<file path="src/rtl/vit4_pkg.sv">
package vit4_pkg;

  typedef struct packed {
    logic init;
    logic step;
  } ctlStrobe_t;

  function automatic logic [1:0] branchSym(input logic [1:0] pred, input logic b);
    return {b ^ pred[0], b ^ pred[1] ^ pred[0]};
  endfunction

  function automatic logic [1:0] hamDist(input logic [1:0] a, input logic [1:0] c);
    logic [1:0] x;
    x = a ^ c;
    return {x[0] & x[1], x[0] ^ x[1]};
  endfunction

endpackage

</file>
<file path="src/rtl/vit4_ctrl.sv">
module vit4_ctrl
  import vit4_pkg::*;
#(
  parameter int TB = 16
) (
  input  logic       clk,
  input  logic       rstN,
  input  logic       syncIn,
  output ctlStrobe_t strobe,
  output logic       selfMode,
  output logic       validOut
);
  localparam int FULL = TB + 1;
  localparam int CW = $clog2(FULL + 1);

  logic [CW-1:0] stepCnt;

  always_ff @(posedge clk or negedge rstN) begin
    if (!rstN) begin
      stepCnt  <= '0;
      selfMode <= 1'b0;
    end else begin
      selfMode <= selfMode ^ syncIn;
      if (syncIn) stepCnt <= '0;
      else if (stepCnt != CW'(FULL)) stepCnt <= stepCnt + 1'b1;
    end
  end

  assign strobe.init = syncIn;
  assign strobe.step = ~syncIn;
  assign validOut    = (stepCnt == CW'(FULL));

endmodule

</file>
<file path="src/rtl/vit4_datapath.sv">
module vit4_datapath
  import vit4_pkg::*;
#(
  parameter int MW = 4,
  parameter int TB = 16,
  parameter int PW = 8
) (
  input  logic           clk,
  input  logic           rstN,
  input  ctlStrobe_t     strobe,
  input  logic           selfMode,
  input  logic [1:0]     symIn,
  output logic           bitOut,
  output logic           refBitOut,
  output logic [4*MW-1:0] pathMetrics,
  output logic [3:0]     decisions,
  output logic [3:0]     survColumn
);
  localparam int NS = 4;
  localparam int EW = MW + 2;
  localparam logic [MW-1:0] MAXM = {MW{1'b1}};
  localparam logic [PW-1:0] SEED = PW'(1);

  // self-test source and encoder
  logic [PW-1:0] prng;
  logic [1:0]    encState;
  logic [TB:0]   refSh;
  logic          dataBit;
  logic [1:0]    selfSym, rxSym;

  assign dataBit = prng[PW-1];
  assign selfSym = {dataBit ^ encState[0], dataBit ^ encState[1] ^ encState[0]};
  assign rxSym   = selfMode ? selfSym : symIn;

  always_ff @(posedge clk or negedge rstN) begin
    if (!rstN) begin
      prng     <= SEED;
      encState <= '0;
      refSh    <= '0;
    end else begin
      refSh <= {refSh[TB-1:0], dataBit};
      if (strobe.init) begin
        prng     <= SEED;
        encState <= '0;
      end else begin
        prng     <= {prng[PW-2:1], prng[PW-1] ^ prng[0], prng[PW-1]};
        encState <= {dataBit, encState[1]};
      end
    end
  end
  assign refBitOut = refSh[TB];

  // add-compare-select
  logic [MW-1:0] pm   [NS];
  logic [EW-1:0] surv [NS];
  logic [MW-1:0] norm [NS];
  logic [NS-1:0] sel;
  logic [EW-1:0] minV;
  logic [1:0]    bestNext, bestState;

  for (genvar n = 0; n < NS; n++) begin : g_acs
    localparam logic [1:0] P0 = 2'((n % 2) * 2);
    localparam logic [1:0] P1 = 2'((n % 2) * 2 + 1);
    localparam logic       BIN = 1'(n / 2);
    logic [EW-1:0] cand0, cand1;
    assign cand0   = EW'(pm[P0]) + EW'(hamDist(rxSym, branchSym(P0, BIN)));
    assign cand1   = EW'(pm[P1]) + EW'(hamDist(rxSym, branchSym(P1, BIN)));
    assign sel[n]  = (cand1 < cand0);
    assign surv[n] = sel[n] ? cand1 : cand0;
    assign pathMetrics[n*MW +: MW] = pm[n];
  end

  always_comb begin
    logic [EW-1:0] diff;
    minV = surv[0];
    for (int k = 1; k < NS; k++)
      if (surv[k] < minV) minV = surv[k];
    for (int k = 0; k < NS; k++) begin
      diff    = surv[k] - minV;
      norm[k] = (diff > EW'(MAXM)) ? MAXM : diff[MW-1:0];
    end
    bestNext = 2'd0;
    for (int k = 1; k < NS; k++)
      if (norm[k] < norm[bestNext]) bestNext = 2'(k);
  end

  // survivor window
  logic [NS-1:0] hist [TB];

  always_ff @(posedge clk or negedge rstN) begin
    if (!rstN) begin
      for (int k = 0; k < NS; k++) pm[k] <= (k == 0) ? '0 : MAXM;
      for (int k = 0; k < TB; k++) hist[k] <= '0;
      bestState <= '0;
    end else if (strobe.init) begin
      for (int k = 0; k < NS; k++) pm[k] <= (k == 0) ? '0 : MAXM;
      bestState <= '0;
    end else if (strobe.step) begin
      for (int k = 0; k < NS; k++) pm[k] <= norm[k];
      hist[0] <= sel;
      for (int k = 1; k < TB; k++) hist[k] <= hist[k-1];
      bestState <= bestNext;
    end
  end

  // traceback
  always_comb begin
    logic [1:0] st;
    st = bestState;
    for (int k = 0; k < TB; k++)
      st = {st[0], hist[k][st]};
    bitOut = st[1];
  end

  assign decisions  = hist[0];
  assign survColumn = hist[TB-1];

endmodule

</file>
<file path="src/rtl/vit4_decoder.sv">
module vit4_decoder
  import vit4_pkg::*;
#(
  parameter int MW = 4,
  parameter int TB = 16
) (
  input  logic            clk,
  input  logic            rstN,
  input  logic            syncIn,
  input  logic [1:0]      symIn,
  output logic            bitOut,
  output logic            validOut,
  output logic            failOut,
  output logic            refBitOut,
  output logic [4*MW-1:0] pathMetrics,
  output logic [3:0]      decisions,
  output logic [3:0]      survColumn
);
  ctlStrobe_t strobe;
  logic       selfMode;

  vit4_ctrl #(.TB(TB)) u_ctrl (
    .clk(clk), .rstN(rstN), .syncIn(syncIn),
    .strobe(strobe), .selfMode(selfMode), .validOut(validOut)
  );

  vit4_datapath #(.MW(MW), .TB(TB), .PW(8)) u_dp (
    .clk(clk), .rstN(rstN), .strobe(strobe), .selfMode(selfMode),
    .symIn(symIn), .bitOut(bitOut), .refBitOut(refBitOut),
    .pathMetrics(pathMetrics), .decisions(decisions), .survColumn(survColumn)
  );

  assign failOut = validOut & (bitOut ^ refBitOut);

endmodule

</file>
<file path="config.mk">
export PLATFORM = sky130hd
export DESIGN_NAME = vit4_decoder
export DESIGN_NICKNAME = d
export VERILOG_FILES = /design/src/rtl/vit4_pkg.sv /design/src/rtl/vit4_ctrl.sv /design/src/rtl/vit4_datapath.sv /design/src/rtl/vit4_decoder.sv
export SDC_FILE = /design/constraint.sdc
export NUM_CORES = 1
export LEC_CHECK = 0
export BUFFER_PORTS_ARGS = -buffer_cell sky130_fd_sc_hd__buf_4
export CELL_PAD_IN_SITES_DETAIL_PLACEMENT = 2
export CELL_PAD_IN_SITES_GLOBAL_PLACEMENT = 2
export CORE_MARGIN = 2
export CORE_UTILIZATION = 44
export CTS_CLUSTER_DIAMETER = 30
export DETAILED_ROUTE_END_ITERATION = 12
export GPL_TIMING_DRIVEN = 0
export HOLD_SLACK_MARGIN = 0.12
export PLACE_DENSITY = 0.92
export SLEW_MARGIN = 40
export SYNTH_ARGS = -nofsm -noshare
export SYNTH_HDL_FRONTEND = slang
export SYNTH_SLANG_ARGS = --single-unit
</file>
<file path="constraint.sdc">
create_clock -name clk -period 29.4 [get_ports clk]
set_clock_uncertainty 0.2 [all_clocks]
set_input_delay 4.41 -clock clk [delete_from_list [all_inputs] [get_ports clk]]
set_output_delay 4.41 -clock clk [all_outputs]
set_load 0.05 [all_outputs]
</file>
## After elaboration in Yosys (flattened, before gate mapping)

Index checks and enable logic that the tools add are counted.

- Register bits: 115
- Bits in latches: 0
- Memory bits (writable): 0
- ROM bits: 0
- Bits of input ports: 5
- Output and inout bits: 28
- Memories kept: 0

- Add/sub/neg operators: 13
- $mul: 0
- Div/mod/pow operators: 0
- Order comparisons: 31
- Equal/unequal tests: 2
- Shifts and indexed selects: 0
- Multiplexer cells: 57
- Bitwise operators: 20
- Reduce and logical (&&, ||, !) cells: 1

Operators by type and width:

| kind | count |
|---|---|
| $lt 2x3->1 const B | 15 |
| $lt 6x6->1 | 7 |
| $mux 6 | 7 |
| $add 4x2->5 | 8 |
| $mux 4 | 8 |
| $bmux 1 s2 | 15 |
| $gt 6x4->1 const B | 4 |
| $sub 6x6->6 | 4 |
| $bmux 4 s2 | 2 |
| $mux 1 | 16 |
| $mux 16 | 1 |
| $lt 4x4->1 | 3 |
| $mux 2 | 5 |
| $mux 5 | 2 |
| $xor 1x1->1 | 10 |
| $mux 8 | 1 |
| $ge 3x3->1 const B | 2 |
| $add 5x1->5 const B | 1 |
| $and 1x1->1 | 5 |
| $eq 5x5->1 const B | 1 |
| $ne 5x5->1 const B | 1 |
| $not 1->3 | 1 |
| $not 2->3 | 1 |
| $not 1->1 | 2 |
| 2 further kinds | 2 |

## Longest topological paths before layout

Gate-level depths: netlist of the first run.

- Word-level depth: 32
- Mapped depth: 64
- Mapped depth without buffers: 63

## Cells and area by module

From an unflattened synthesis of the first run, not the netlist that was laid out.

- Cell total of the unflattened synthesis: 915
- Area, all modules: 8933.6 um^2

Modules (own cells, without submodules):

| module | instances | cells an instance | area an instance (um^2) | sequential area each (um^2) |
|---|---|---|---|---|
| vit4_datapath | 1 | 882 | 8565.7 | 2743.9 |
| vit4_ctrl | 1 | 31 | 352.8 | 150.1 |
| vit4_decoder | 1 | 2 | 15.0 | 0.0 |

## Worst setup path before layout of the first run

OpenSTA, ideal clock, no wires.

- Kind: input port to flip-flop
- Start: in symIn[1]
- End: reg u_dp.bestState[0]
- Arrival time: 14.882 ns
- Data required time: 29.105 ns
- Path slack: 14.222 ns
- Stages on the path: 59
- Buffers on the path: 1
- Path through: nor2_1 -> a21oi_1 -> inv_1 -> nand2_1 -> nand2b_1 -> ha_1 -> ha_1 -> a21oi_1 -> xor2_1 -> ha_1 -> a21o_1 -> a21o_1 -> a21oi_1 -> mux2i_1 -> ha_1 -> a21o_1 -> a21oi_1 -> o21ai_1 -> [23 not listed] -> nor2_1 -> inv_1 -> ha_1 -> a21boi_0 -> o21bai_1 -> nand2_1 -> o21ai_0 -> ha_1 -> or2_2 -> a21oi_1 -> a21o_1 -> nor2_1 -> a21oi_1 -> ha_1 -> o21ai_0 -> o21bai_1 -> a211o_1 -> o31ai_1

- Cells in the longest elaborated chain, start to end: 30

Ends and longest elaborated chain:

| element | line | source |
|---|---|---|
| start, declared | vit4_decoder.sv:10 | `input logic [1:0] symIn,` |
| $mux 2 * | vit4_datapath.sv:33 | `assign rxSym = selfMode ? selfSym : symIn;` |
| $not 1->1 (no source line) / $not 2->2 (equally long branches) | -- |  |
| $xor 1x1->1 / $and 1x1->1 (equally long branches) | vit4_pkg.sv:15 | `return {x[0] & x[1], x[0] ^ x[1]};` |
| $add 4x2->5 | vit4_datapath.sv:67 | `assign cand1 = EW'(pm[P1]) + EW'(hamDist(rxSym, branchSym(P1, BIN)));` |
| $lt 6x6->1 | vit4_datapath.sv:68 | `assign sel[n] = (cand1 < cand0);` |
| $mux 6 | vit4_datapath.sv:69 | `assign surv[n] = sel[n] ? cand1 : cand0;` |
| $lt 6x6->1 | vit4_datapath.sv:77 | `if (surv[k] < minV) minV = surv[k];` |
| $mux 6 | vit4_datapath.sv:77 |  |
| [13 not listed] | -- |  |
| $lt 4x4->1 | vit4_datapath.sv:84 | `if (norm[k] < norm[bestNext]) bestNext = 2'(k);` |
| $mux 2 | vit4_datapath.sv:84 |  |
| $not 2->3 (not written as such) | vit4_datapath.sv:84 |  |
| $bmux 4 s2 | vit4_datapath.sv:84 |  |
| $mux 4 (not written as such) (2 in a row) | vit4_datapath.sv:84 |  |
| $lt 4x4->1 | vit4_datapath.sv:84 |  |
| $mux 2 * | vit4_datapath.sv:84 |  |
| $mux 2 * | vit4_datapath.sv:95 | `end else if (strobe.init) begin` |
| end signal, assigned | vit4_datapath.sv:102 | `bestState <= bestNext;` |
| end, declared | vit4_datapath.sv:59 | `logic [1:0] bestNext, bestState;` |

Every way passes the cells marked *; elsewhere a longest branch is shown, timed or not. The select of a mux whose other input is x is not followed.
A chain may end at the register's enable or synchronous reset.

## Final worst setup path of the first run

- Start: in symIn[1]
- End: reg u_dp.bestState[1]

Same word-level chain as after synthesis.

==> impl_metrics.prom, run 1 <==
# TYPE chip_impl_metric gauge
chip_impl_info{name="outcome",value="finished clean"} 1
chip_impl_metric{name="fraction_of_registers_with_async_set_reset",unit="%"} 100
chip_impl_info{name="path_class",value="primary input to register"} 1
chip_impl_metric{name="num_ports",unit=""} 33
chip_impl_metric{name="cts_sinks",unit=""} 115
chip_impl_metric{name="postCtsSetupRepairBufs",unit=""} 0
chip_impl_info{name="cp_slowest_cell",value="sky130_fd_sc_hd__mux2i_1"} 1
chip_impl_metric{name="post_drt_via_cell_ratio",unit=""} 6.08
chip_impl_info{name="synth_common_cells",value="102 x sky130_fd_sc_hd__dfrtp_1, 82 x sky130_fd_sc_hd__ha_1, 66 x sky130_fd_sc_hd__mux2_2"} 1
chip_impl_metric{name="die_w",unit="um"} 137
chip_impl_metric{name="hold-worst-slack",unit="ns"} 0.149
chip_impl_metric{name="gp_congestion",unit=""} 0.816
chip_impl_metric{name="vias",unit=""} 6412
chip_impl_info{name="timing.hold.worst.class",value="register to register"} 1
chip_impl_metric{name="cells_resized_by_post_cts_repair",unit=""} 0
chip_impl_metric{name="critical_path_peak_fanout",unit=""} 7
chip_impl_metric{name="route.detailed.drc",unit=""} 0
chip_impl_metric{name="met3_routed_wl",unit="um"} 803
chip_impl_metric{name="min_period_over_period",unit="%"} 63.1
chip_impl_metric{name="grt_first_pass_wirelength",unit="mm"} 46.1
chip_impl_metric{name="synth-seq-area-share",unit="%"} 37.3
chip_impl_info{name="ys_top_cells_by_area",value="sky130_fd_sc_hd__dfrtp_1 33%, sky130_fd_sc_hd__ha_1 13%, sky130_fd_sc_hd__mux2_2 9.6%"} 1
chip_impl_metric{name="area_growth_synth_to_finish",unit="%"} 14.8
chip_impl_metric{name="syn_area",unit="um^2"} 7750
chip_impl_metric{name="clock_latency_on_the_worst_skew_pair",unit="ns"} 0.43
chip_impl_info{name="clock_tree.root_cell",value="sky130_fd_sc_hd__clkbuf_16"} 1
chip_impl_metric{name="maxCapViolCount",unit=""} 0
chip_impl_metric{name="max_freq",unit="GHz"} 0.0539
chip_impl_metric{name="cts_inserted_buffers",unit=""} 17
chip_impl_metric{name="vias_in_the_first_global_route",unit=""} 7539
chip_impl_metric{name="gr-total-overflow",unit=""} 0
chip_impl_metric{name="gr-usage-all-layers",unit="%"} 33.8
chip_impl_metric{name="setup-tns-final",unit="ns"} 0
chip_impl_metric{name="initial_utilization",unit="%"} 45.0
chip_impl_info{name="tritoncts",value="yes"} 1
chip_impl_metric{name="layout_cells_sized_above_1",unit="%"} 21.0
chip_impl_metric{name="cts-root-to-sink-buffers",unit=""} 2
chip_impl_metric{name="grt_start_max_net_pins",unit=""} 116
chip_impl_metric{name="finalWirelength",unit="mm"} 29.9
chip_impl_info{name="dominantRegCellSynth",value="sky130_fd_sc_hd__dfrtp_1"} 1
chip_impl_info{name="path_common_cell",value="sky130_fd_sc_hd__o21ai_0"} 1
chip_impl_metric{name="worstPathRequired",unit="ns"} 29.49
chip_impl_metric{name="ys_ff_latch",unit=""} 115
chip_impl_metric{name="num_rows",unit=""} 48
chip_impl_metric{name="grt_antenna_before_repair",unit=""} 0
chip_impl_metric{name="count_of_antenna_violating_nets_left_after_detailed_routing",unit=""} 0
chip_impl_metric{name="drtPass1Iterations",unit=""} 6
chip_impl_metric{name="clk_pin_slew_worst_paths",unit="ns"} 0.06
chip_impl_metric{name="port_buffers",unit=""} 31
chip_impl_metric{name="floorplan.die_area",unit="um^2"} 18700
chip_impl_info{name="synthMostInstantiatedCell",value="sky130_fd_sc_hd__dfrtp_1"} 1
chip_impl_metric{name="synthCells",unit=""} 768
chip_impl_metric{name="min_period",unit="ns"} 18.56
chip_impl_metric{name="hold_buffer_count_at_cts",unit=""} 0
chip_impl_info{name="endpoint_kind",value="register"} 1
chip_impl_metric{name="timing.final.max_slew_violations",unit=""} 0
chip_impl_metric{name="timing.final.setup_violations",unit=""} 0
chip_impl_metric{name="synth_fp_nets",unit=""} 859
chip_impl_metric{name="post_detailed_route_wirelength_per_cell",unit="um"} 28.4
chip_impl_metric{name="drt_iter0_markers",unit=""} 315
chip_impl_metric{name="cts_htree_levels",unit=""} 4
chip_impl_metric{name="antenna-diode-count",unit=""} 0
chip_impl_metric{name="yosysWarningCount",unit=""} 0
chip_impl_info{name="uppermost_metal_layer_occupied_by_signal_nets",value="met4"} 1
chip_impl_metric{name="fp.coreArea",unit="um^2"} 17200
chip_impl_metric{name="detailroute.wirelength.met2",unit="mm"} 15.9
chip_impl_metric{name="report.final.hold_viol_count",unit=""} 0
chip_impl_info{name="unrepaired_setup_endpoints_after_global_routing",value="false"} 1
chip_impl_metric{name="die_height",unit="um"} 137
chip_impl_metric{name="arrival",unit="ns"} 18.66
chip_impl_metric{name="dpl.hpwl",unit="mm"} 19.8
chip_impl_metric{name="synth_enable_flop_cells",unit=""} 0
chip_impl_metric{name="worst_slew_pin_slew",unit="ns"} 0.732
chip_impl_info{name="synthDominantAreaCellType",value="sky130_fd_sc_hd__dfrtp_1"} 1
chip_impl_metric{name="syn_area_per_cell",unit="um^2"} 10.1
chip_impl_metric{name="layout.nets",unit=""} 910
chip_impl_metric{name="synth.lib_cells_used.distinct",unit=""} 61
chip_impl_metric{name="synth_top_area_share",unit="%"} 32.9
chip_impl_metric{name="wirelength_met1",unit="mm"} 11.4
chip_impl_metric{name="maxSlewHeadroom",unit="%"} 51.2
chip_impl_metric{name="worst_path_largest_cell_delay",unit="ns"} 0.53
chip_impl_info{name="start_kind",value="primary input"} 1
## per-stage QoR
stage,worst slack [ns],area (um^2),utilization (%),cells
5_1_grt,9.84,8890,51.6,1055
6_report,10.84,8890,51.6,1055
3_5_place_dp,11.35,8270,48.0,1024
2_1_floorplan,14.22,7750,-,768
3_3_place_gp,12.47,8260,47.9,1024
4_1_cts,11.10,8860,51.4,1054
## cell usage in the layout, fill, tap and decap left out, types with 4 or more instances in the layout
master	n
sky130_fd_sc_hd__a21oi_1	49
sky130_fd_sc_hd__clkbuf_16	17
sky130_fd_sc_hd__o22ai_1	5
sky130_fd_sc_hd__xor2_1	20
sky130_fd_sc_hd__nor3_1	5
sky130_fd_sc_hd__inv_1	53
sky130_fd_sc_hd__or2_2	14
sky130_fd_sc_hd__clkbuf_1	15
sky130_fd_sc_hd__dfstp_2	13
sky130_fd_sc_hd__mux2i_1	38
sky130_fd_sc_hd__nor2_1	39
sky130_fd_sc_hd__nand2b_1	10
sky130_fd_sc_hd__nand3_1	14
sky130_fd_sc_hd__buf_4	38
sky130_fd_sc_hd__dfrtp_1	102
sky130_fd_sc_hd__clkinv_2	4
sky130_fd_sc_hd__fa_1	4
sky130_fd_sc_hd__ha_1	82
sky130_fd_sc_hd__o21bai_1	4
sky130_fd_sc_hd__nor2b_1	24
sky130_fd_sc_hd__o21ai_0	42
sky130_fd_sc_hd__xnor2_1	17
sky130_fd_sc_hd__a211oi_1	6
sky130_fd_sc_hd__mux2_2	66
sky130_fd_sc_hd__and3_1	4
sky130_fd_sc_hd__a21o_1	16
sky130_fd_sc_hd__nand2_1	59
sky130_fd_sc_hd__or3_1	6
## cells by family after synthesis
logic type | synth area share (%)
multiplexers | 15.1
AO/OA/AOI/OAI | 11.9
flip-flops | 37.3
AND/OR/NAND/NOR | 13.1
adder cells (fa/ha/maj) | 14.3
XOR/XNOR | 4.18
buffers and inverters | 4.12
## critical path: cells and delay by family
kind	cells	cell delay (ns)
AO/OA/AOI/OAI	28	6.28
adder cells (fa/ha/maj)	9	2.79
AND/OR/NAND/NOR	15	2.71
multiplexers	4	1.47
buffers and inverters	5	0.69
XOR/XNOR	1	0.26
## sequential cells by signal, indices dropped and copies added, names as in the netlist
name	cells
u_dp.refSh	17
u_ctrl.selfMode	1
u_dp.pathMetrics	16
u_dp.hist	56
u_dp.bestState	2
u_dp.encState	2
u_ctrl.stepCnt	5
u_dp.survColumn	4
u_dp.decisions	4
u_dp.prng	8
## layout make-up
cell class,count,area [um^2]
Tap cell,225,282
Multi-Input combinational cell,576,4540
Clock buffer,20,457
Sequential cell,115,2890
Clock inverter,10,134
Fill cell,1789,8340
Timing Repair Buffer,32,268
Inverter,53,199
Buffer,24,120
## metal layers
metal  vias up  GRT usage, %
met1      3351          35.8
met2       172          62.7
li1       2787             -
met5         -             0
met3       102          5.56
met4         0          19.9
## final timing paths
kind	end	startpoint	slack [ns]	cells past startpoint
max	u_dp.bestState[1]	symIn[1]	10.84	62
min	u_dp.refSh[13]	u_dp.refSh[12]	0.15	0
max reg2reg	u_dp.bestState[1]	u_dp.prng[7]	14.03	62
min reg2reg	u_dp.refSh[13]	u_dp.refSh[12]	0.15	0
max in group asynchronous	u_dp.pathMetrics[12]	rstN	24.62	2
min in group asynchronous	u_dp.survColumn[1]	rstN	3.67	1
Power of run 1 is left out: the tool's default activity adds up to more than one toggle a clock period on the data nets, which glitch-free logic cannot reach.
==> run 2, diff against run 1 <==
CORE_UTILIZATION = 41   (was 44)
PLACE_DENSITY = 0.87   (was 0.92)
clock period = 19.33 ns   (was 29.4 ns; I/O delays follow)
==> run 2 against run 1 <==
Net effect: utilization down 4.0 points; global-route usage down 7.3 points; die area up 7.1%; non-clock buffer count unchanged; wire length down 16%; worst setup slack worse by 8.2 ns; via count down 4.8%; first-iteration DRC count down 40%; cell count up 0.76%; clock-buffer cell count up 3; sequential share of layout area up 0.092 points; sequential cell count unchanged.
==> impl_metrics.prom, run 2 (synthesis results as in run 1) <==
# TYPE chip_impl_metric gauge
chip_impl_info{name="outcome",value="finished clean"} 1
chip_impl_metric{name="layout_cells_sized_above_1",unit="%"} 20.5
chip_impl_metric{name="cells_resized_by_post_cts_repair",unit=""} 0
chip_impl_metric{name="cts-root-to-sink-buffers",unit=""} 2
chip_impl_metric{name="timing.final.max_slew_violations",unit=""} 0
chip_impl_metric{name="port_buffers",unit=""} 31
chip_impl_metric{name="post_detailed_route_wirelength_per_cell",unit="um"} 23.7
chip_impl_metric{name="die_w",unit="um"} 141
chip_impl_info{name="unrepaired_setup_endpoints_after_global_routing",value="false"} 1
chip_impl_metric{name="vias",unit=""} 6104
chip_impl_metric{name="cts_htree_levels",unit=""} 4
chip_impl_metric{name="antenna-diode-count",unit=""} 0
chip_impl_metric{name="clock_latency_on_the_worst_skew_pair",unit="ns"} 0.43
chip_impl_info{name="tritoncts",value="yes"} 1
chip_impl_metric{name="area_growth_synth_to_finish",unit="%"} 14.4
chip_impl_metric{name="min_period",unit="ns"} 16.74
chip_impl_metric{name="gr-usage-all-layers",unit="%"} 26.5
chip_impl_metric{name="maxSlewHeadroom",unit="%"} 39.6
chip_impl_metric{name="die_height",unit="um"} 141
chip_impl_metric{name="critical_path_peak_fanout",unit=""} 7
chip_impl_metric{name="max_freq",unit="GHz"} 0.0597
chip_impl_metric{name="arrival",unit="ns"} 16.87
chip_impl_metric{name="layoutNonFillerInstCount",unit=""} 1063
chip_impl_metric{name="layout.nets",unit=""} 910
chip_impl_metric{name="hold_buffer_count_at_cts",unit=""} 0
chip_impl_metric{name="timing.final.setup_violations",unit=""} 0
chip_impl_metric{name="layout_setup_ws",unit="ns"} 2.59
chip_impl_metric{name="rr_worst_depth",unit=""} 61
chip_impl_metric{name="worst_path_largest_cell_delay",unit="ns"} 0.59
chip_impl_metric{name="placed_cells_incl_taps",unit=""} 1033
chip_impl_metric{name="num_rows",unit=""} 50
chip_impl_metric{name="post_drt_via_cell_ratio",unit=""} 5.74
chip_impl_metric{name="grt_antenna_before_repair",unit=""} 0
chip_impl_info{name="cp-endpoint",value="u_dp.bestState[1]"} 1
chip_impl_info{name="timing.hold.worst.class",value="register to register"} 1
chip_impl_metric{name="gp_congestion",unit=""} 0.869
chip_impl_info{name="path_class",value="primary input to register"} 1
chip_impl_metric{name="floorplan.die_area",unit="um^2"} 20000
chip_impl_metric{name="vias_in_the_first_global_route",unit=""} 7161
chip_impl_metric{name="grt_first_pass_wirelength",unit="mm"} 40.6
chip_impl_metric{name="setup-tns-final",unit="ns"} 0
chip_impl_metric{name="worstPathRequired",unit="ns"} 19.46
chip_impl_metric{name="cts_inserted_buffers",unit=""} 17
chip_impl_metric{name="utilization",unit="%"} 47.6
chip_impl_metric{name="clk_pin_slew_worst_paths",unit="ns"} 0.05
chip_impl_metric{name="maxCapViolCount",unit=""} 0
chip_impl_metric{name="fp.coreArea",unit="um^2"} 18600
chip_impl_info{name="layout.cells.most_common",value="sky130_fd_sc_hd__dfrtp_1"} 1
chip_impl_metric{name="report.final.hold_viol_count",unit=""} 0
chip_impl_metric{name="count_of_antenna_violating_nets_left_after_detailed_routing",unit=""} 0
chip_impl_metric{name="dpl.hpwl",unit="mm"} 18.0
chip_impl_info{name="crit-reg2reg-launch",value="u_dp.prng[7]"} 1
chip_impl_metric{name="worst_slew_pin_slew",unit="ns"} 0.907
chip_impl_metric{name="grt_start_max_net_pins",unit=""} 116
chip_impl_info{name="layout.cells.most_common_list",value="102 x sky130_fd_sc_hd__dfrtp_1, 82 x sky130_fd_sc_hd__ha_1, 66 x sky130_fd_sc_hd__mux2_2"} 1
chip_impl_metric{name="route.detailed.drc",unit=""} 0
chip_impl_info{name="clock_tree.root_cell",value="sky130_fd_sc_hd__clkbuf_16"} 1
chip_impl_info{name="path_common_cell",value="sky130_fd_sc_hd__o21ai_0"} 1
chip_impl_metric{name="gr-total-overflow",unit=""} 0
chip_impl_info{name="worstSetupStartpoint",value="symIn[0]"} 1
chip_impl_metric{name="cts_sinks",unit=""} 115
chip_impl_metric{name="min_period_over_period",unit="%"} 86.6
chip_impl_metric{name="postCtsSetupRepairBufs",unit=""} 0
chip_impl_metric{name="regToRegSetupSlack",unit="ns"} 4.23
chip_impl_metric{name="detailedPlace.worstSlack",unit="ns"} 2.68
chip_impl_info{name="register_with_the_most_flip_flops",value="u_dp.hist"} 1
chip_impl_metric{name="drt_iter0_markers",unit=""} 189
chip_impl_metric{name="drtPass1Iterations",unit=""} 5
chip_impl_metric{name="largest_register_ff_count",unit=""} 56
chip_impl_metric{name="initial_utilization",unit="%"} 41.6
chip_impl_metric{name="nFillCells",unit=""} 1958
chip_impl_metric{name="num_ports",unit=""} 33
chip_impl_info{name="crit_reg_reg_endpoint",value="u_dp.bestState[1]"} 1
chip_impl_info{name="endpoint_kind",value="register"} 1
chip_impl_info{name="start_kind",value="primary input"} 1
chip_impl_info{name="cp_slowest_cell",value="sky130_fd_sc_hd__mux2i_1"} 1
chip_impl_metric{name="finalWirelength",unit="mm"} 25.2
==> run 2: cell types whose count changed in the layout (fill, tap and decap cells not counted) <==
cell                         delta
sky130_fd_sc_hd__clkbuf_1       +2
sky130_fd_sc_hd__bufinv_16      -1
sky130_fd_sc_hd__clkinv_4       -1
sky130_fd_sc_hd__a21oi_1        +1
sky130_fd_sc_hd__clkinvlp_4     -2
sky130_fd_sc_hd__a21oi_2        -1
sky130_fd_sc_hd__clkbuf_8       +1
==> run 2: worst min-delay path by stage <==
stage | startpoint | end | slack [ns] | cells after the start
floorplan | u_dp.refSh[9] | u_dp.refSh[10] | 0.13 | 0
global placement | u_dp.refSh[15] | u_dp.refSh[16] | 0.13 | 0
detailed placement | u_dp.refSh[8] | u_dp.refSh[9] | 0.14 | 0
CTS | u_dp.refSh[8] | u_dp.refSh[9] | 0.16 | 0
global route | u_dp.refSh[15] | u_dp.refSh[16] | 0.17 | 0
finish | u_dp.refSh[8] | u_dp.refSh[9] | 0.15 | 0
==> run 2: through the flow <==
step | instance area [um^2] | hold WS [ns]
final | 8870 | 0.154
after global routing | 8870 | 0.166
after CTS | 8840 | 0.160
after detailed placement | 8280 | 0.139
after global placement | 8280 | 0.133
after floorplan | 7750 | 0.131
==> run 2: layout make-up <==
| cell class | count | area [um^2] | share of cell area (%) |
|---|---|---|---|
| plain buffers | 24 | 120 | 1.35 |
| flip-flops and latches | 115 | 2890 | 32.6 |
| well taps | 234 | 293 | 3.30 |
| inverters | 53 | 199 | 2.24 |
| repair buffers | 32 | 268 | 3.02 |
| multi-input cells | 576 | 4540 | 51.2 |
| clock buffers | 23 | 478 | 5.39 |
| clock inverters | 6 | 80.1 | 0.903 |
==> run 2: worst max-delay path, delay by kind of cell <==
kind	cells	cell delay, ns
multiplexers	5	2.19
AO/OA/AOI/OAI	29	6.01
buffers and inverters	4	0.63
adder cells (fa/ha/maj)	8	2.45
AND/OR/NAND/NOR	13	2.46
XOR/XNOR	1	0.19
==> run 2: per-layer routing <==
metal,global-route usage [%],up-vias,wire (um)
li1,-,2781,-
met1,30.0,3169,10100
met2,49.7,97,13700
met3,4.25,57,565
met4,10.3,0,835
met5,0,-,0
Power of run 2 is left out for the same reason.
==> run 3, diff against run 2 <==
clock period = 15.5 ns   (was 19.33 ns; I/O delays follow)
==> run 3 against run 2 <==
Net effect: non-clock buffer count rose by 6; die area did not move; clock-buffer cell count is the same; hold slack lost 0.0028 ns; critical path depth is the same; cell area up 1.7%; critical endpoint unchanged; worst setup slack worse by 1.9 ns; sequential share of layout area decreased by 0.53 points; utilization up 0.79 points; cell count is 0.56% higher.
==> impl_metrics.prom, run 3 (synthesis results as in run 1) <==
# TYPE chip_impl_metric gauge
chip_impl_info{name="outcome",value="finished clean"} 1
chip_impl_metric{name="clock_latency_on_the_worst_skew_pair",unit="ns"} 0.43
chip_impl_metric{name="drtPass1Iterations",unit=""} 4
chip_impl_metric{name="min_period",unit="ns"} 14.81
chip_impl_info{name="crit-reg2reg-launch",value="u_dp.prng[7]"} 1
chip_impl_metric{name="die_w",unit="um"} 141
chip_impl_info{name="endpoint_kind",value="register"} 1
chip_impl_metric{name="vias_in_the_first_global_route",unit=""} 7170
chip_impl_metric{name="timing.final.setup_violations",unit=""} 0
chip_impl_metric{name="critical_path_peak_fanout",unit=""} 7
chip_impl_metric{name="report.final.hold_viol_count",unit=""} 0
chip_impl_metric{name="grt_antenna_before_repair",unit=""} 0
chip_impl_info{name="worstSetupStartpoint",value="symIn[0]"} 1
chip_impl_metric{name="die_height",unit="um"} 141
chip_impl_metric{name="drt_iter0_markers",unit=""} 241
chip_impl_metric{name="regToRegSetupSlack",unit="ns"} 1.66
chip_impl_info{name="tritoncts",value="yes"} 1
chip_impl_metric{name="antenna-diode-count",unit=""} 0
chip_impl_metric{name="layout.nets",unit=""} 916
chip_impl_info{name="path_common_cell",value="sky130_fd_sc_hd__ha_1"} 1
chip_impl_metric{name="gp_congestion",unit=""} 0.869
chip_impl_metric{name="port_buffers",unit=""} 31
chip_impl_metric{name="maxCapViolCount",unit=""} 0
chip_impl_metric{name="nFillCells",unit=""} 1938
chip_impl_metric{name="clk_pin_slew_worst_paths",unit="ns"} 0.05
chip_impl_metric{name="cts_sinks",unit=""} 115
chip_impl_metric{name="dpl.hpwl",unit="mm"} 18.0
chip_impl_metric{name="largest_register_ff_count",unit=""} 56
chip_impl_metric{name="worst_path_largest_cell_delay",unit="ns"} 0.38
chip_impl_metric{name="num_ports",unit=""} 33
chip_impl_metric{name="post_detailed_route_wirelength_per_cell",unit="um"} 24.2
chip_impl_metric{name="route.detailed.drc",unit=""} 0
chip_impl_metric{name="multi_input_area",unit="um^2"} 4640
chip_impl_metric{name="cts-root-to-sink-buffers",unit=""} 2
chip_impl_metric{name="floorplan.die_area",unit="um^2"} 20000
chip_impl_metric{name="cts_inserted_buffers",unit=""} 17
chip_impl_metric{name="max_freq",unit="GHz"} 0.0675
chip_impl_metric{name="gr-total-overflow",unit=""} 0
chip_impl_metric{name="vias",unit=""} 6160
chip_impl_metric{name="worst_slew_pin_slew",unit="ns"} 0.945
chip_impl_metric{name="gr-usage-all-layers",unit="%"} 26.9
chip_impl_metric{name="min_period_over_period",unit="%"} 95.5
chip_impl_metric{name="seq_area",unit="um^2"} 2890
chip_impl_metric{name="count_of_antenna_violating_nets_left_after_detailed_routing",unit=""} 0
chip_impl_metric{name="initial_utilization",unit="%"} 41.6
chip_impl_metric{name="rr_worst_depth",unit=""} 61
chip_impl_info{name="start_kind",value="primary input"} 1
chip_impl_metric{name="grt_first_pass_wirelength",unit="mm"} 41.2
chip_impl_info{name="clock_tree.root_cell",value="sky130_fd_sc_hd__clkbuf_16"} 1
chip_impl_metric{name="grt_start_max_net_pins",unit=""} 116
chip_impl_info{name="register_with_the_most_flip_flops",value="u_dp.hist"} 1
chip_impl_metric{name="cts_htree_levels",unit=""} 4
chip_impl_metric{name="fp.coreArea",unit="um^2"} 18600
chip_impl_metric{name="maxSlewHeadroom",unit="%"} 37.0
chip_impl_metric{name="layout_cells_sized_above_1",unit="%"} 22.9
chip_impl_info{name="cp_slowest_cell",value="sky130_fd_sc_hd__ha_1"} 1
chip_impl_info{name="crit_reg_reg_endpoint",value="u_dp.bestState[1]"} 1
chip_impl_metric{name="area_growth_synth_to_finish",unit="%"} 16.3
chip_impl_info{name="path_class",value="primary input to register"} 1
chip_impl_metric{name="num_rows",unit=""} 50
chip_impl_metric{name="worstPathRequired",unit="ns"} 15.63
chip_impl_metric{name="setup-tns-final",unit="ns"} 0
chip_impl_info{name="timing.hold.worst.class",value="register to register"} 1
chip_impl_metric{name="arrival",unit="ns"} 14.94
chip_impl_metric{name="finalWirelength",unit="mm"} 25.8
chip_impl_metric{name="timing.final.max_slew_violations",unit=""} 0
chip_impl_info{name="cp-endpoint",value="u_dp.bestState[1]"} 1
chip_impl_metric{name="post_drt_via_cell_ratio",unit=""} 5.76
chip_impl_info{name="layout.cells.most_common_list",value="102 x sky130_fd_sc_hd__dfrtp_1, 82 x sky130_fd_sc_hd__ha_1, 66 x sky130_fd_sc_hd__mux2_2"} 1
chip_impl_info{name="layout.cells.most_common",value="sky130_fd_sc_hd__dfrtp_1"} 1
chip_impl_metric{name="utilization",unit="%"} 48.4
==> run 3: cell count changes in the layout (fill, tap and decap cells not counted), sizes merged <==
cell / delta
buf: +6
==> run 3: worst min-delay path by stage <==
stage / start / endpoint / slack (ns) / cells past startpoint
global route: u_dp.refSh[15] / u_dp.refSh[16] / 0.17 / 0
detailed placement: u_dp.refSh[8] / u_dp.refSh[9] / 0.14 / 0
global placement: u_dp.refSh[15] / u_dp.refSh[16] / 0.13 / 0
floorplan: u_dp.refSh[9] / u_dp.refSh[10] / 0.13 / 0
CTS: u_dp.refSh[8] / u_dp.refSh[9] / 0.16 / 0
finish: u_dp.refSh[1] / u_dp.refSh[2] / 0.15 / 0
==> run 3: through the flow <==
step                      instance area, um^2  hold WS [ns]  setup WS (ns)  instances
final                                    9010         0.151          0.691       1069
after global routing                     9010         0.166        -0.0720       1069
after CTS                                8870         0.160         0.0700       1062
after detailed placement                 8280         0.139         -0.580       1033
after global placement                   8280         0.133          0.474       1033
after floorplan                          7750         0.131           2.41        768
==> run 3: metal layers <==
| layer | track usage [%] | vias up | part of all wire [%] |
|---|---|---|---|
| met5 | 0 | - | 0 |
| met4 | 9.37 | 0 | 2.6 |
| met3 | 4.45 | 55 | 2.5 |
| met2 | 51.1 | 121 | 55 |
| met1 | 30.2 | 3190 | 40 |
| li1 | - | 2794 | - |
==> run 3: final cells by class <==
type	count	area share (%)
timing repair buffer	38	3.47
sequential	115	32.1
buffer	24	1.33
multi-input combinational	576	51.5
tap	234	3.25
clock buffer	23	5.30
inverter	53	2.21
clock inverter	6	0.888
==> run 3: worst max-delay path: cells and delay by family <==
family	cells	cell delay, ns
multiplexers	6	1.89
buffers and inverters	4	0.54
AND/OR/NAND/NOR	14	2.60
AO/OA/AOI/OAI	25	4.37
adder cells (fa/ha/maj)	10	3.01
XOR/XNOR	1	0.21
==> run 3: timing repair <==
item | CTS | global route
endpoints found under the hold margin | 0 | 0
endpoints found under the setup margin | 2 | 2
hold buffers | 0 | 0
resized for setup | 7 | 19
buffers inserted | 0 | 6
Power of run 3 is left out for the same reason.
